File: src/rtl/gpio_chg_pkg.sv
package gpio_chg_pkg;

    localparam int PORT_W    = 8;
    localparam int CHG_LSB   = 4;
    localparam int CHG_W     = PORT_W - CHG_LSB;
    localparam int SYNC_DEPTH = 2;
    localparam int PU_BIT    = 7;
    localparam int FLAG_BIT  = 0;

    typedef enum logic [1:0] {
        REG_DATA = 2'd0,
        REG_DIR  = 2'd1,
        REG_CTRL = 2'd2,
        REG_RSVD = 2'd3
    } reg_sel_e;

    typedef struct packed {
        logic              rd;
        logic              wr;
        reg_sel_e          sel;
        logic [PORT_W-1:0] wdata;
    } bus_req_t;

    typedef struct packed {
        logic [PORT_W-1:0] dir;
        logic [PORT_W-1:0] lat;
        logic              pu_off;
    } port_cfg_t;

    // Mixes synchronized input levels with latch values according to direction
    function automatic logic [PORT_W-1:0] port_view(
        input logic [PORT_W-1:0] dir,
        input logic [PORT_W-1:0] lat,
        input logic [PORT_W-1:0] lvl
    );
        return (dir & lvl) | (~dir & lat);
    endfunction

endpackage

File: src/rtl/gpio_sync.sv
module gpio_sync #(
    parameter int W      = 8,
    parameter int STAGES = 2
) (
    input  logic         clk,
    input  logic         rst,
    input  logic [W-1:0] d,
    output logic [W-1:0] q
);
    logic [W-1:0] stage [STAGES];

    genvar s;
    generate
        for (s = 0; s < STAGES; s++) begin : g_stage
            if (s == 0) begin : g_first
                always_ff @(posedge clk) begin
                    if (rst) stage[0] <= '0;
                    else     stage[0] <= d;
                end
            end else begin : g_next
                always_ff @(posedge clk) begin
                    if (rst) stage[s] <= '0;
                    else     stage[s] <= stage[s-1];
                end
            end
        end
    endgenerate

    assign q = stage[STAGES-1];
endmodule

File: src/rtl/gpio_regs.sv
module gpio_regs
    import gpio_chg_pkg::*;
(
    input  logic      clk,
    input  logic      rst,
    input  bus_req_t  req,
    output port_cfg_t cfg,
    output logic      data_access,
    output logic      flag_clr
);
    port_cfg_t cfg_q;

    logic hit_data, hit_dir, hit_ctrl;

    always_comb begin
        hit_data    = (req.sel == REG_DATA);
        hit_dir     = (req.sel == REG_DIR);
        hit_ctrl    = (req.sel == REG_CTRL);
        data_access = hit_data && (req.rd || req.wr);
        flag_clr    = req.wr && hit_ctrl && !req.wdata[FLAG_BIT];
    end

    always_ff @(posedge clk) begin
        if (rst) begin
            cfg_q.dir    <= '1;
            cfg_q.lat    <= '0;
            cfg_q.pu_off <= 1'b1;
        end else if (req.wr) begin
            if (hit_data) cfg_q.lat    <= req.wdata;
            if (hit_dir)  cfg_q.dir    <= req.wdata;
            if (hit_ctrl) cfg_q.pu_off <= req.wdata[PU_BIT];
        end
    end

    assign cfg = cfg_q;

    AST_DIR_LOAD: assert property (@(posedge clk) disable iff (rst)
        (req.wr && req.sel == REG_DIR) |=> (cfg.dir == $past(req.wdata)));

    AST_LAT_LOAD: assert property (@(posedge clk) disable iff (rst)
        (req.wr && req.sel == REG_DATA) |=> (cfg.lat == $past(req.wdata)));
endmodule

File: src/rtl/gpio_chg_det.sv
module gpio_chg_det
    import gpio_chg_pkg::*;
(
    input  logic              clk,
    input  logic              rst,
    input  logic [PORT_W-1:0] lvl,
    input  logic [PORT_W-1:0] dir,
    input  logic              snap_load,
    input  logic              flag_clr,
    output logic              flag
);
    logic [CHG_W-1:0] snap_q;
    logic [CHG_W-1:0] diff;
    logic             mismatch;
    logic             flag_q;

    genvar i;
    generate
        for (i = 0; i < CHG_W; i++) begin : g_cmp
            assign diff[i] = dir[CHG_LSB+i] && (lvl[CHG_LSB+i] != snap_q[i]);
        end
    endgenerate

    assign mismatch = |diff;

    always_ff @(posedge clk) begin
        if (rst)            snap_q <= '0;
        else if (snap_load) snap_q <= lvl[PORT_W-1:CHG_LSB];
    end

    always_ff @(posedge clk) begin
        if (rst)           flag_q <= 1'b0;
        else if (mismatch) flag_q <= 1'b1;
        else if (flag_clr) flag_q <= 1'b0;
    end

    assign flag = flag_q;

    AST_SET_WINS: assert property (@(posedge clk) disable iff (rst)
        (mismatch && flag_clr) |=> flag);

    AST_CLR_TAKES: assert property (@(posedge clk) disable iff (rst)
        (!mismatch && flag_clr) |=> !flag);

    AST_QUIET_HOLDS: assert property (@(posedge clk) disable iff (rst)
        (!mismatch && !flag) |=> !flag);

    AST_SNAP_LOAD: assert property (@(posedge clk) disable iff (rst)
        snap_load |=> (snap_q == $past(lvl[PORT_W-1:CHG_LSB])));
endmodule

File: src/rtl/gpio_chg_port.sv
module gpio_chg_port
    import gpio_chg_pkg::*;
(
    input  logic              clk,
    input  logic              rst,
    input  logic              bus_rd,
    input  logic              bus_wr,
    input  logic [1:0]        bus_addr,
    input  logic [PORT_W-1:0] bus_wdata,
    output logic [PORT_W-1:0] bus_rdata,
    input  logic [PORT_W-1:0] pin_in,
    output logic [PORT_W-1:0] pin_out,
    output logic [PORT_W-1:0] pin_oe,
    output logic [PORT_W-1:0] pin_pu,
    output logic              chg_flag,
    output logic              wake_req
);
    bus_req_t          req;
    port_cfg_t         cfg;
    logic [PORT_W-1:0] lvl;
    logic              data_access;
    logic              flag_clr;
    logic              flag;

    always_comb begin
        req.rd    = bus_rd;
        req.wr    = bus_wr;
        req.sel   = reg_sel_e'(bus_addr);
        req.wdata = bus_wdata;
    end

    gpio_sync #(.W(PORT_W), .STAGES(SYNC_DEPTH)) u_sync (
        .clk (clk),
        .rst (rst),
        .d   (pin_in),
        .q   (lvl)
    );

    gpio_regs u_regs (
        .clk         (clk),
        .rst         (rst),
        .req         (req),
        .cfg         (cfg),
        .data_access (data_access),
        .flag_clr    (flag_clr)
    );

    gpio_chg_det u_det (
        .clk       (clk),
        .rst       (rst),
        .lvl       (lvl),
        .dir       (cfg.dir),
        .snap_load (data_access),
        .flag_clr  (flag_clr),
        .flag      (flag)
    );

    always_comb begin
        unique case (req.sel)
            REG_DATA: bus_rdata = port_view(cfg.dir, cfg.lat, lvl);
            REG_DIR:  bus_rdata = cfg.dir;
            REG_CTRL: begin
                bus_rdata           = '0;
                bus_rdata[PU_BIT]   = cfg.pu_off;
                bus_rdata[FLAG_BIT] = flag;
            end
            default:  bus_rdata = '0;
        endcase
    end

    assign pin_out  = cfg.lat;
    assign pin_oe   = ~cfg.dir;
    assign pin_pu   = cfg.pu_off ? '0 : cfg.dir;
    assign chg_flag = flag;
    assign wake_req = flag;

    AST_PU_NOT_DRIVEN: assert property (@(posedge clk) disable iff (rst)
        (pin_pu & pin_oe) == '0);

    AST_WAKE_TRACKS: assert property (@(posedge clk) disable iff (rst)
        $rose(chg_flag) |-> wake_req);
endmodule

File: config.mk
export PLATFORM = sky130hd
export DESIGN_NAME = gpio_chg_port
export DESIGN_NICKNAME = d
export VERILOG_FILES = /design/src/rtl/gpio_chg_pkg.sv /design/src/rtl/gpio_sync.sv /design/src/rtl/gpio_regs.sv /design/src/rtl/gpio_chg_det.sv /design/src/rtl/gpio_chg_port.sv
export SDC_FILE = /design/constraint.sdc
export NUM_CORES = 1
export LEC_CHECK = 0
export BUFFER_PORTS_ARGS = -buffer_cell sky130_fd_sc_hd__buf_2
export CAP_MARGIN = 30
export CORE_MARGIN = 2
export CORE_UTILIZATION = 48
export CTS_BUF_LIST = sky130_fd_sc_hd__clkbuf_16
export DETAILED_ROUTE_END_ITERATION = 8
export PLACE_DENSITY = 0.77
export SYNTH_ARGS = -nofsm -noshare
export SYNTH_HDL_FRONTEND = slang
export SYNTH_SLANG_ARGS = --single-unit
File: constraint.sdc
create_clock -name clk -period 1 [get_ports clk]
set_input_delay 0.05 -clock clk [delete_from_list [all_inputs] [get_ports clk]]
set_output_delay 0.05 -clock clk [all_outputs]
set_load 0.1 [all_outputs]
==> results of run 1 <==
-- metrics by stage --
step	utilization (%)	worst slack (ps)	cell area (um2)	hold slack (ps)
floorplan	-	-700.2	1837	167.8
global placement	90.97	-135.1	2823	258.7
detailed placement	90.97	-242.9	2823	272.4
-- cells by family after synthesis --
| group | count (synthesis) | share of synthesized area, % |
|---|---|---|
| buffers and inverters | 28 | 10.19 |
| DFF | 38 | 48.03 |
| muxes | 8 | 5.055 |
| AOI/OAI and AO/OA | 38 | 14.93 |
| xor gates and xnor gates | 4 | 2.211 |
| and+or+nand+nor | 62 | 19.59 |
==> Flow_metrics.wiki, run 1 <==
{| class="wikitable"
! Metric !! Value
|-
| Height of the die || 61.45 um
|-
| Number of levels the H-tree was split into || 2
|-
| Error message || [ERROR DPL-0038] Utilization greater than 100%, impossible to legalize
|-
| Ports placed on the boundary || 56
|-
| Cell taking the most area after synthesis || dfxtp_1
|-
| Clock sinks || 38
|-
| Weighted congestion reported at the end of routability-driven placement || 0.8344
|-
| Synthesized instance count || 178
|-
| CTS hold repair buffers || 4
|-
| Top_reg_cell synth || dfxtp_1
|-
| Flops & latches, synth || 38
|-
| Outcome || aborted with a tool error
|-
| Cells after DPL || 292
|-
| Number of gates resized after CTS || 27
|-
| Post-synth EDFFs || 0
|-
| Sequential area share after synthesis || 48.03%
|-
| Cell types with the largest area share after synthesis || dfxtp_1 (48%), nor2b_1 (6.3%), nor2_1 (6.2%), mux2i_1 (5.1%), a211o_1 (5.0%)
|-
| Stage at which the run stopped || 4_1_cts
|-
| Area share of the leading cell type in the synthesized netlist || 48.03%
|-
| Initial core utilization || 51.05%
|-
| Clock tree root buffer cell || clkbuf_16
|-
| Syn_nets || 200
|-
| Proportion of synthesized flip-flops having asynchronous set or reset || 0%
|-
| Post-detailed-placement half-perimeter wirelength || 4224 um
|-
| Synth cell types || 26
|-
| Most used standard cells in the synthesized netlist || dfxtp_1 (38), nor2_1 (26), nor2b_1 (16)
|-
| Post-CTS Repair Setup Buffers || 8
|-
| Post-synthesis instance area || 0.001584 mm2
|-
| Mean area per synthesized cell || 8.899 um2
|-
| Synth Warn # || 0
|-
| Maximum number of buffers from clock root to sink || 2
|-
| Number of I/O port buffers || 55
|-
| Die extent in x || 61.45 um
|-
| Placement row count || 20
|-
| CTS Buf Count || 5
|-
| Most frequent cell after synthesis || dfxtp_1
|}
==> run 2: changes to the inputs <==
--- a/config.mk
+++ b/config.mk
@@ -8,10 +8,9 @@
 export BUFFER_PORTS_ARGS = -buffer_cell sky130_fd_sc_hd__buf_2
 export CAP_MARGIN = 30
 export CORE_MARGIN = 2
-export CORE_UTILIZATION = 48
-export CTS_BUF_LIST = sky130_fd_sc_hd__clkbuf_16
+export CORE_UTILIZATION = 34
 export DETAILED_ROUTE_END_ITERATION = 8
-export PLACE_DENSITY = 0.77
+export PLACE_DENSITY_LB_ADDON = 0.15
 export SYNTH_ARGS = -nofsm -noshare
 export SYNTH_HDL_FRONTEND = slang
 export SYNTH_SLANG_ARGS = --single-unit
==> run 2 against run 1 <==
Effect of this change:
- synthesized area stayed put
- synthesized cell count stayed put
- the flow now finishes, with violations (setup timing)
==> Flow_metrics.wiki, run 2 <==
{| class="wikitable"
! Metric !! Value
|-
| Outcome || finished with violations
|-
| Violations in the final reports || setup timing
|-
| Commonest non-fill, non-tap cell in the layout || buf_12
|-
| Fraction of final layout cells with drive strength greater than 1 || 60.36%
|-
| Initial antenna violation count || 0
|-
| Final worst slack || -331.0 ps
|-
| Area of the die || 0.005221 mm2
|-
| Kind of cell adding the most delay to the critical path || flip-flops
|-
| Syn_nets || 200
|-
| Number of global-route vias before repair || 1599
|-
| Mean area per synthesized cell || 8.899 um2
|-
| Worst Clk Skew || 2.663 ps
|-
| Area share of the leading cell type in the synthesized netlist || 48.03%
|-
| Maximum number of buffers from clock root to sink || 2
|-
| Number of vias in the routed layout || 1608
|-
| Placement row count || 24
|-
| Proportion of synthesized flip-flops having asynchronous set or reset || 0%
|-
| Pre-CTS WS || -86.49 ps
|-
| Cell types with the largest area share after synthesis || dfxtp_1 (48%), nor2b_1 (6.3%), nor2_1 (6.2%), mux2i_1 (5.1%), a211o_1 (5.0%)
|-
| Post-detailed-placement half-perimeter wirelength || 3237 um
|-
| Count of non-filler cells in the finished layout || 332
|-
| Data arrival time of the critical path || 1280 ps
|-
| Number of inserted diodes || 0
|-
| Max reg flops || 17
|-
| Post-layout power || 4.671 mW
|-
| Final worst path period need || 1331 ps
|-
| Worst rel slew slack || 54.83%
|-
| Height of the die || 72.26 um
|-
| Most used standard cells in the synthesized netlist || dfxtp_1 (38), nor2_1 (26), nor2b_1 (16)
|-
| Transition time at the pin with the least slew margin || 677.5 ps
|-
| Post-synthesis instance area || 0.001584 mm2
|-
| Most frequent cell after synthesis || dfxtp_1
|-
| Worst hold path type || in -> reg
|-
| Clock tree root buffer cell || clkbuf_8
|-
| Highest net fanout along the worst path || 3
|-
| Cell taking the most area after synthesis || dfxtp_1
|-
| Critical Path Max Stage Delay || 370 ps
|-
| Flops & latches, synth || 38
|-
| TritonCTS clock tree || built
|-
| Layout-stage area growth over the synthesis result || 108.4%
|-
| Commonest cells after routing, fill and taps aside || buf_12 (35), buf_4 (26), buf_2 (21)
|-
| Clock sinks || 38
|-
| Sum of buffers and inverters on the critical path || 2
|-
| Initial core utilization || 35.88%
|-
| Sort of element at the end of the critical path || primary output
|-
| Worst vdd ir || 0.0009759 V
|-
| Number of detailed-routing iterations run before antenna repair || 4
|-
| Unrepaired setup endpoints after global routing || true
|-
| Sequential area share after synthesis || 48.03%
|-
| Worst Path Required || 950 ps
|-
| Leakage || 1.323 nW
|-
| Die extent in x || 72.26 um
|-
| Final setup viols || 25
|-
| Ports placed on the boundary || 56
|-
| Weighted congestion reported at the end of routability-driven placement || 0.7583
|-
| Post-synth EDFFs || 0
|-
| Crit-path slowest cell || dfxtp_4
|-
| Cells after DPL || 303
|-
| Max-capacitance violation count || 0
|-
| Synthesized instance count || 178
|-
| DRC violation count after routing || 0
|-
| Fmax achieved || 0.7513 GHz
|-
| Number of failing hold endpoints at the final stage || 0
|-
| Number of levels the H-tree was split into || 2
|-
| CTS Buf Count || 5
|-
| Global route total overflow || 0
|-
| Final #Nets || 301
|-
| Setup slack, reg-to-reg || -10 ps
|-
| Routed Wire Length || 4558 um
|-
| Pwr/cell area || 1415 mW/mm2
|-
| Synth Warn # || 0
|-
| Via density per instance || 4.843
|-
| Kind of critical path || reg -> out
|-
| Detailed-route wire length per cell || 13.73 um
|-
| Maximum number of pins on one net before global-route repair || 39
|-
| 1st-iter DRT viols || 57
|-
| Global-route wire length before repair || 7465 um
|-
| Synth cell types || 26
|-
| Type of origin of the critical path || flip-flop
|-
| Number of pins with negative max-slew slack in the final report || 0
|-
| Top_reg_cell synth || dfxtp_1
|-
| Antenna Nets Post-Route || 0
|-
| Number of I/O port buffers || 55
|-
| Clk pin slew, worst setup/hold paths || 70 ps
|-
| Global-route usage over all layers || 18.56%
|-
| Core ar. || 0.004414 mm2
|-
| Critical path, cell by cell || clkinvlp_4 -> nor3_4 -> o31ai_4 -> buf_12
|-
| Final period utilization || 133.1%
|-
| Insertion delay of the later-clocked pin in the worst-skew pair || 290 ps
|}
run 2: path summary, 6_finish.rpt:
kind / start / endpoint / depth (start not counted)
hold / removal: bus_wdata[0] / u_regs.cfg[9] / 2
setup / recovery: u_regs.cfg[16] / bus_rdata[7] / 4
hold reg to reg: u_sync.stage[0][4] / u_sync.stage[1][4] / 1
setup reg to reg: u_regs.cfg[14] / u_regs.cfg[14] / 5
run 2: final cells by class:
class                           count  area, um2
Timing Repair Buffer              113       1331
Fill cell                         282       1114
Multi-Input combinational cell    112      902.1
Sequential cell                    38      800.8
Clock buffer                        7      107.6
Tap cell                           52      65.06
Inverter                            9      63.81
Clock inverter                      1      30.03
run 2: metrics by stage:
step                hold slack [ps]  area (um2)  setup TNS [ps]  util (%)
detailed placement            263.0        2855           -1131     64.68
global placement              257.2        2855          -549.4     64.68
global route                  19.77        3301           -6361     74.77
floorplan                     167.8        1837           -9896         -
finish                        9.390        3301           -5259     74.77
CTS                           9.719        3246           -5248     73.53
run 2: timing repair:
| item | 4_1_cts | 5_1_grt |
|---|---|---|
| buffers inserted | 8 | 7 |
| resized for setup | 31 | 18 |
| pin swaps | 8 | 11 |
| hold buffers | 15 | 0 |
| setup endpoints to repair | 29 | 32 |
| endpoints found under the hold margin | 15 | 0 |
run 2: cell families after synthesis:
| family | count (synthesis) | share of synthesized area (%) |
|---|---|---|
| AND/OR/NAND/NOR | 62 | 19.59 |
| XOR/XNOR | 4 | 2.211 |
| buffers and inverters | 28 | 10.19 |
| multiplexers | 8 | 5.055 |
| flip-flops | 38 | 48.03 |
| AO/OA/AOI/OAI | 38 | 14.93 |
run 2: power by group:
group	total (mW)	internal [mW]	switching, mW
Clock	1.50	0.963	0.540
Sequential	1.64	1.58	0.0604
Combinational	1.53	0.617	0.909
Total	4.67	3.16	1.51
run 2: routing by layer:
layer / wire length, um / GRT usage (%) / vias up / share of wire, %
li1: - / - / 789 / -
met1: 1894 / 21.50 / 767 / 42
met2: 2400 / 33.64 / 44 / 53
met3: 178 / 3.889 / 8 / 3.9
met4: 85 / 6.499 / 0 / 1.9
met5: 0 / 0 / - / 0
run 2: worst reg2reg max path, cell delays in order, from the launching register on:
cell and delay, ps:
dfxtp_4 370, clkinvlp_4 100, buf_6 110, buf_6 90, nor2_2 30, a211o_1 210
Note: power is estimated with default switching activity, not from simulation.
==> run 3: changes to the inputs <==
==> constraint.sdc (replaced) <==
create_clock -name clk -period 1.6 [get_ports clk]
set_input_delay 0.08 -clock clk [delete_from_list [all_inputs] [get_ports clk]]
set_output_delay 0.08 -clock clk [all_outputs]
set_load 0.1 [all_outputs]
==> run 3 against run 2 <==
Effect of this change:
- the flow now finishes without violations
- flip-flop and latch count is the same
- wire length shrank 18%
- clock power is 35% lower
- worst hold slack got worse by 0.92 ps
- non-clock buffer count down 44
==> Flow_metrics.wiki, run 3 (synthesized netlist as in run 2, its figures left out) <==
{| class="wikitable"
! Metric !! Value
|-
| Outcome || finished clean
|-
| Sw Ratio || 33.08%
|-
| Fraction of final layout cells with drive strength greater than 1 || 41.10%
|-
| Max-capacitance violation count || 0
|-
| Final setup viols || 0
|-
| Clock sinks || 38
|-
| Die extent in x || 72.26 um
|-
| Highest net fanout along the worst path || 4
|-
| Sort of element at the end of the critical path || primary output
|-
| Pwr/cell area || 1139 mW/mm2
|-
| Ports placed on the boundary || 56
|-
| Leakage || 0.9941 nW
|-
| Fmax achieved || 0.6666 GHz
|-
| Part of the power in the clock network || 35.9%
|-
| Global-route usage over all layers || 14.95%
|-
| Final worst path period need || 1500 ps
|-
| Worst Clk Skew || 4.383 ps
|-
| Placement row count || 24
|-
| Post-detailed-placement half-perimeter wirelength || 2683 um
|-
| Commonest cells after routing, fill and taps aside || buf_2 (47), dfxtp_1 (38), nor2_1 (18)
|-
| Global-route wire length before repair || 5989 um
|-
| Maximum number of pins on one net before global-route repair || 39
|-
| Kind of critical path || reg -> out
|-
| Net switching power figure || 893.5 uW
|-
| Data arrival time of the critical path || 1420 ps
|-
| Number of failing hold endpoints at the final stage || 0
|-
| Final period utilization || 93.76%
|-
| Cells after DPL || 272
|-
| Worst vdd ir || 0.0006046 V
|-
| Layout-stage area growth over the synthesis result || 49.76%
|-
| Clk pin slew, worst setup/hold paths || 70 ps
|-
| Power Internal || 1.808 mW
|-
| Commonest non-fill, non-tap cell in the layout || buf_2
|-
| Core ar. || 0.004414 mm2
|-
| Antenna Nets Post-Route || 0
|-
| Worst Path Required || 1520 ps
|-
| Number of global-route vias before repair || 1258
|-
| Insertion delay of the later-clocked pin in the worst-skew pair || 290 ps
|-
| DRC violation count after routing || 0
|-
| TritonCTS clock tree || built
|-
| Worst rel slew slack || 53.89%
|-
| Initial antenna violation count || 0
|-
| Transition time at the pin with the least slew margin || 691.7 ps
|-
| Count of non-filler cells in the finished layout || 288
|-
| Post-CTS Repair Setup Buffers || 0
|-
| Portion of total power attributed to sequential cells || 37.6%
|-
| Via density per instance || 4.722
|-
| 1st-iter DRT viols || 53
|-
| Area of the die || 0.005221 mm2
|-
| Maximum number of buffers from clock root to sink || 2
|-
| CTS Buf Count || 5
|-
| Number of levels the H-tree was split into || 2
|-
| Number of I/O port buffers || 55
|-
| Global route total overflow || 0
|-
| Number of vias in the routed layout || 1360
|-
| Detailed-route wire length per cell || 12.92 um
|-
| Type of origin of the critical path || flip-flop
|-
| Post-layout power || 2.701 mW
|-
| Combinational cell fraction of total power || 26.5%
|-
| Max reg flops || 17
|-
| Number of detailed-routing iterations run before antenna repair || 4
|-
| Routed Wire Length || 3721 um
|-
| Clock tree root buffer cell || clkbuf_8
|-
| Weighted congestion reported at the end of routability-driven placement || 0.6810
|-
| Unrepaired setup endpoints after global routing || false
|-
| Final #Nets || 257
|-
| Initial core utilization || 35.88%
|-
| Height of the die || 72.26 um
|-
| Number of inserted diodes || 0
|-
| Worst hold path type || in -> reg
|-
| Number of pins with negative max-slew slack in the final report || 0
|}
[run 3: cell count changes in the layout (fill, tap and decap cells not counted), moves of 16 or more]
cell | before | now
buf_2 | 21 | 47
dfxtp_2 | 17 | 0
dfxtp_1 | 16 | 38
buf_6 | 16 | 0
buf_12 | 35 | 8
buf_4 | 26 | 6
[run 3: critical path, cell delays in order (launching register included)]
cell	delay, ps
dfxtp_1	430
clkinvlp_4	170
nor2_4	110
buf_2	420
[run 3: cell type report]
cell class / instances / area, um2
Timing Repair Buffer: 69 / 520.5
Clock inverter: 3 / 68.82
Fill cell: 407 / 2042
Sequential cell: 38 / 760.7
Clock buffer: 5 / 68.82
Multi-Input combinational cell: 112 / 824.5
Tap cell: 52 / 65.06
Inverter: 9 / 63.81
[run 3: worst paths after layout]
check                           from            endpoint  slack [ps]  cells past startpoint
setup reg to reg  u_sync.stage[1][7]          u_det.flag         670                      3
hold reg to reg   u_sync.stage[0][5]  u_sync.stage[1][5]         440                      1
setup / recovery      u_regs.cfg[14]           pin_pu[5]         100                      3
hold / removal          bus_wdata[5]      u_regs.cfg[14]           8                      2
[run 3: routing by layer]
layer | vias to the layer above | GRT usage [%] | share of wire [%]
met4 | 0 | 4.403 | 1.1
met1 | 607 | 18.72 | 45
met5 | - | 0 | 0
met2 | 48 | 25.28 | 47
met3 | 4 | 3.889 | 6.2
li1 | 701 | - | -
[run 3: what timing repair did]
item | in CTS | in global routing
gates resized for setup | 0 | 1
setup endpoints to repair | 0 | 1
hold endpoints to repair | 8 | 0
hold buffers | 8 | 0
[run 3: stage by stage]
| step | utilization (%) | hold slack [ps] | setup WS, ps | setup TNS [ps] | area, um2 |
|---|---|---|---|---|---|
| finish | 53.74 | 8.466 | 99.85 | 0 | 2372 |
| global route | 53.74 | 4.343 | 37.84 | 0 | 2372 |
| CTS | 53.63 | 4.699 | 34.28 | 0 | 2367 |
| detailed placement | 48.70 | 291.6 | 289.9 | 0 | 2150 |
| global placement | 48.70 | 288.3 | 315.6 | 0 | 2150 |
| floorplan | - | 197.8 | -230.9 | -230.9 | 1767 |
[run 3: power groups by stage]
stage | registers (mW) | clock network, mW | logic, mW
floorplan | 1.05 | 0 | 0.532
global placement | 1.04 | 0 | 0.702
detailed placement | 1.04 | 0 | 0.703
CTS | 1.02 | 0.991 | 0.719
global route | 1.02 | 1.04 | 0.748
finish | 1.02 | 0.969 | 0.715
==> run 4: changes to the inputs <==
--- a/config.mk
+++ b/config.mk
@@ -7,10 +7,8 @@
 export LEC_CHECK = 0
 export BUFFER_PORTS_ARGS = -buffer_cell sky130_fd_sc_hd__buf_2
 export CAP_MARGIN = 30
-export CORE_MARGIN = 2
-export CORE_UTILIZATION = 34
+export CORE_UTILIZATION = 35
 export DETAILED_ROUTE_END_ITERATION = 8
-export PLACE_DENSITY_LB_ADDON = 0.15
 export SYNTH_ARGS = -nofsm -noshare
 export SYNTH_HDL_FRONTEND = slang
 export SYNTH_SLANG_ARGS = --single-unit
==> run 4 against run 3 <==
Effect of this change:
- clock skew is 2.5 ps higher
- worst hold slack better by 1.7 ps
- first-iteration DRC count is 55% higher
- count of clock-buffer cells in the layout is 1 higher
- non-clock buffer count is 10 lower
- clock power is 32% lower
- power is 12% lower
- wire length is 5.3% lower
- sequential share of layout area is 2.0 points higher
- sequential power hardly changed
- core utilization is 2.4 points lower
- maximum frequency is 0.64% higher
==> Flow_metrics.wiki, run 4 (synthesized netlist as in run 2, its figures left out) <==
{| class="wikitable"
! Metric !! Value
|-
| Number of pins with negative max-slew slack in the final report || 0
|-
| Routed Wire Length || 3523 um
|-
| Worst Path Required || 1520 ps
|-
| Kind of critical path || reg -> out
|-
| Initial core utilization || 36.38%
|-
| CTS Buf Count || 5
|-
| Global-route usage over all layers || 15.00%
|-
| Worst rel slew slack || 56.73%
|-
| Area of the die || 0.004799 mm2
|-
| Sum of buffers and inverters on the critical path || 2
|-
| Sort of element at the end of the critical path || primary output
|-
| Via density per instance || 4.863
|-
| Worst vdd ir || 0.0008037 V
|-
| Outcome || finished clean
|-
| Placement row count || 24
|-
| Weighted congestion reported at the end of routability-driven placement || 0.8080
|-
| TritonCTS clock tree || built
|-
| Maximum number of pins on one net before global-route repair || 39
|-
| DRC violation count after routing || 0
|-
| Max-capacitance violation count || 0
|-
| Pwr/cell area || 1063 mW/mm2
|-
| Leakage || 0.9294 nW
|-
| Clock tree root buffer cell || clkbuf_8
|-
| Insertion delay of the later-clocked pin in the worst-skew pair || 280 ps
|-
| Number of global-route vias before repair || 1198
|-
| Fmax achieved || 0.6709 GHz
|-
| Number of inserted diodes || 0
|-
| Detailed-route wire length per cell || 12.67 um
|-
| Commonest non-fill, non-tap cell in the layout || buf_2
|-
| Height of the die || 69.28 um
|-
| Initial antenna violation count || 0
|-
| Transition time at the pin with the least slew margin || 649.1 ps
|-
| Number of levels the H-tree was split into || 2
|-
| Pre-CTS WS || 278.6 ps
|-
| 1st-iter DRT viols || 82
|-
| Final worst path period need || 1491 ps
|-
| Final worst slack || 109.4 ps
|-
| Number of vias in the routed layout || 1352
|-
| Critical path, cell by cell || clkinvlp_4 -> nor3_2 -> o31ai_4 -> buf_12
|-
| Clk pin slew, worst setup/hold paths || 80 ps
|-
| Fraction of final layout cells with drive strength greater than 1 || 42.04%
|-
| Worst Clk Skew || 6.854 ps
|-
| Clock sinks || 38
|-
| Area of combinational cells with multiple inputs || 824.5 um2
|-
| Number of detailed-routing iterations run before antenna repair || 4
|-
| Number of I/O port buffers || 55
|-
| Util after Layout || 51.32%
|-
| Post-CTS Repair Setup Buffers || 0
|-
| Commonest cells after routing, fill and taps aside || buf_2 (47), dfxtp_1 (38), nor2_1 (18)
|-
| Type of origin of the critical path || flip-flop
|-
| Final #Nets || 247
|-
| Final setup viols || 0
|-
| Total negative setup slack || 0 ps
|-
| Post-layout power || 2.375 mW
|-
| Global-route wire length before repair || 5692 um
|-
| Ports placed on the boundary || 56
|-
| Worst hold path type || in -> reg
|-
| CTS hold repair buffers || 0
|-
| Die extent in x || 69.28 um
|-
| Unrepaired setup endpoints after global routing || false
|-
| Critical Path Max Stage Delay || 420 ps
|-
| Highest net fanout along the worst path || 4
|-
| Maximum number of buffers from clock root to sink || 2
|-
| Total placed instance area || 0.002135 mm2
|-
| Area taken by flip-flops and latches || 760.7 um2
|-
| Number of gates resized after CTS || 0
|-
| Number of failing hold endpoints at the final stage || 0
|-
| Finished Cell Area || 0.002235 mm2
|-
| Crit-path slowest cell || dfxtp_1
|-
| Max reg flops || 17
|-
| Final period utilization || 93.16%
|-
| Global route total overflow || 0
|-
| Antenna Nets Post-Route || 0
|-
| Layout-stage area growth over the synthesis result || 41.07%
|-
| Post-detailed-placement half-perimeter wirelength || 2588 um
|-
| Data arrival time of the critical path || 1410 ps
|-
| Kind of cell adding the most delay to the critical path || flip-flops
|-
| Core ar. || 0.004354 mm2
|-
| # fillers || 417
|}
run 4: cell types whose count changed in the layout (fill, tap and decap cells not counted), sizes merged:
cell	change
clkinvlp	+1
clkbuf	+1
buf	-2
dlygate4sd3	-8
bufinv	-2
run 4: per-layer routing:
| layer | GRT usage [%] | wire length, um |
|---|---|---|
| met5 | 0 | 0 |
| met4 | 3.401 | 25 |
| met3 | 4.215 | 199 |
| met2 | 24.16 | 1694 |
| met1 | 19.93 | 1603 |
run 4: layout make-up:
type,count,share of cell area (%)
multi-input combinational,112,36.90
clock inverter,2,0.5599
sequential,38,34.04
timing repair buffer,59,19.04
clock buffer,6,3.695
inverter,9,2.856
tap,52,2.912
run 4: where the power goes:
part	internal (mW)	leakage, nW	total, mW	switching, mW
Clock	0.346	0.0472	0.660	0.314
Combinational	0.181	0.570	0.697	0.517
Sequential	0.988	0.312	1.02	0.0295
run 4: worst register-to-register path, delay by kind of cell, from the launching register on:
kind / cells / cell delay, ps
compound gates: 2 / 300
xor+xnor: 1 / 200
flops: 1 / 390
run 4: path summary, 6_finish.rpt:
check | startpoint | endpoint | slack, ps | cells past startpoint
max reg2reg | u_sync.stage[1][7] | u_det.flag | 640 | 3
max | u_regs.cfg[16] | bus_rdata[7] | 110 | 4
min reg2reg | u_sync.stage[0][4] | u_sync.stage[1][4] | 440 | 1
min | pin_in[0] | u_sync.stage[0][0] | 10 | 2
run 4: per-stage QoR:
step	hold slack (ps)	instances
floorplan	197.8	178
global placement	290.7	270
detailed placement	292.6	270
CTS	4.037	278
global route	10.80	278
finish	10.14	278
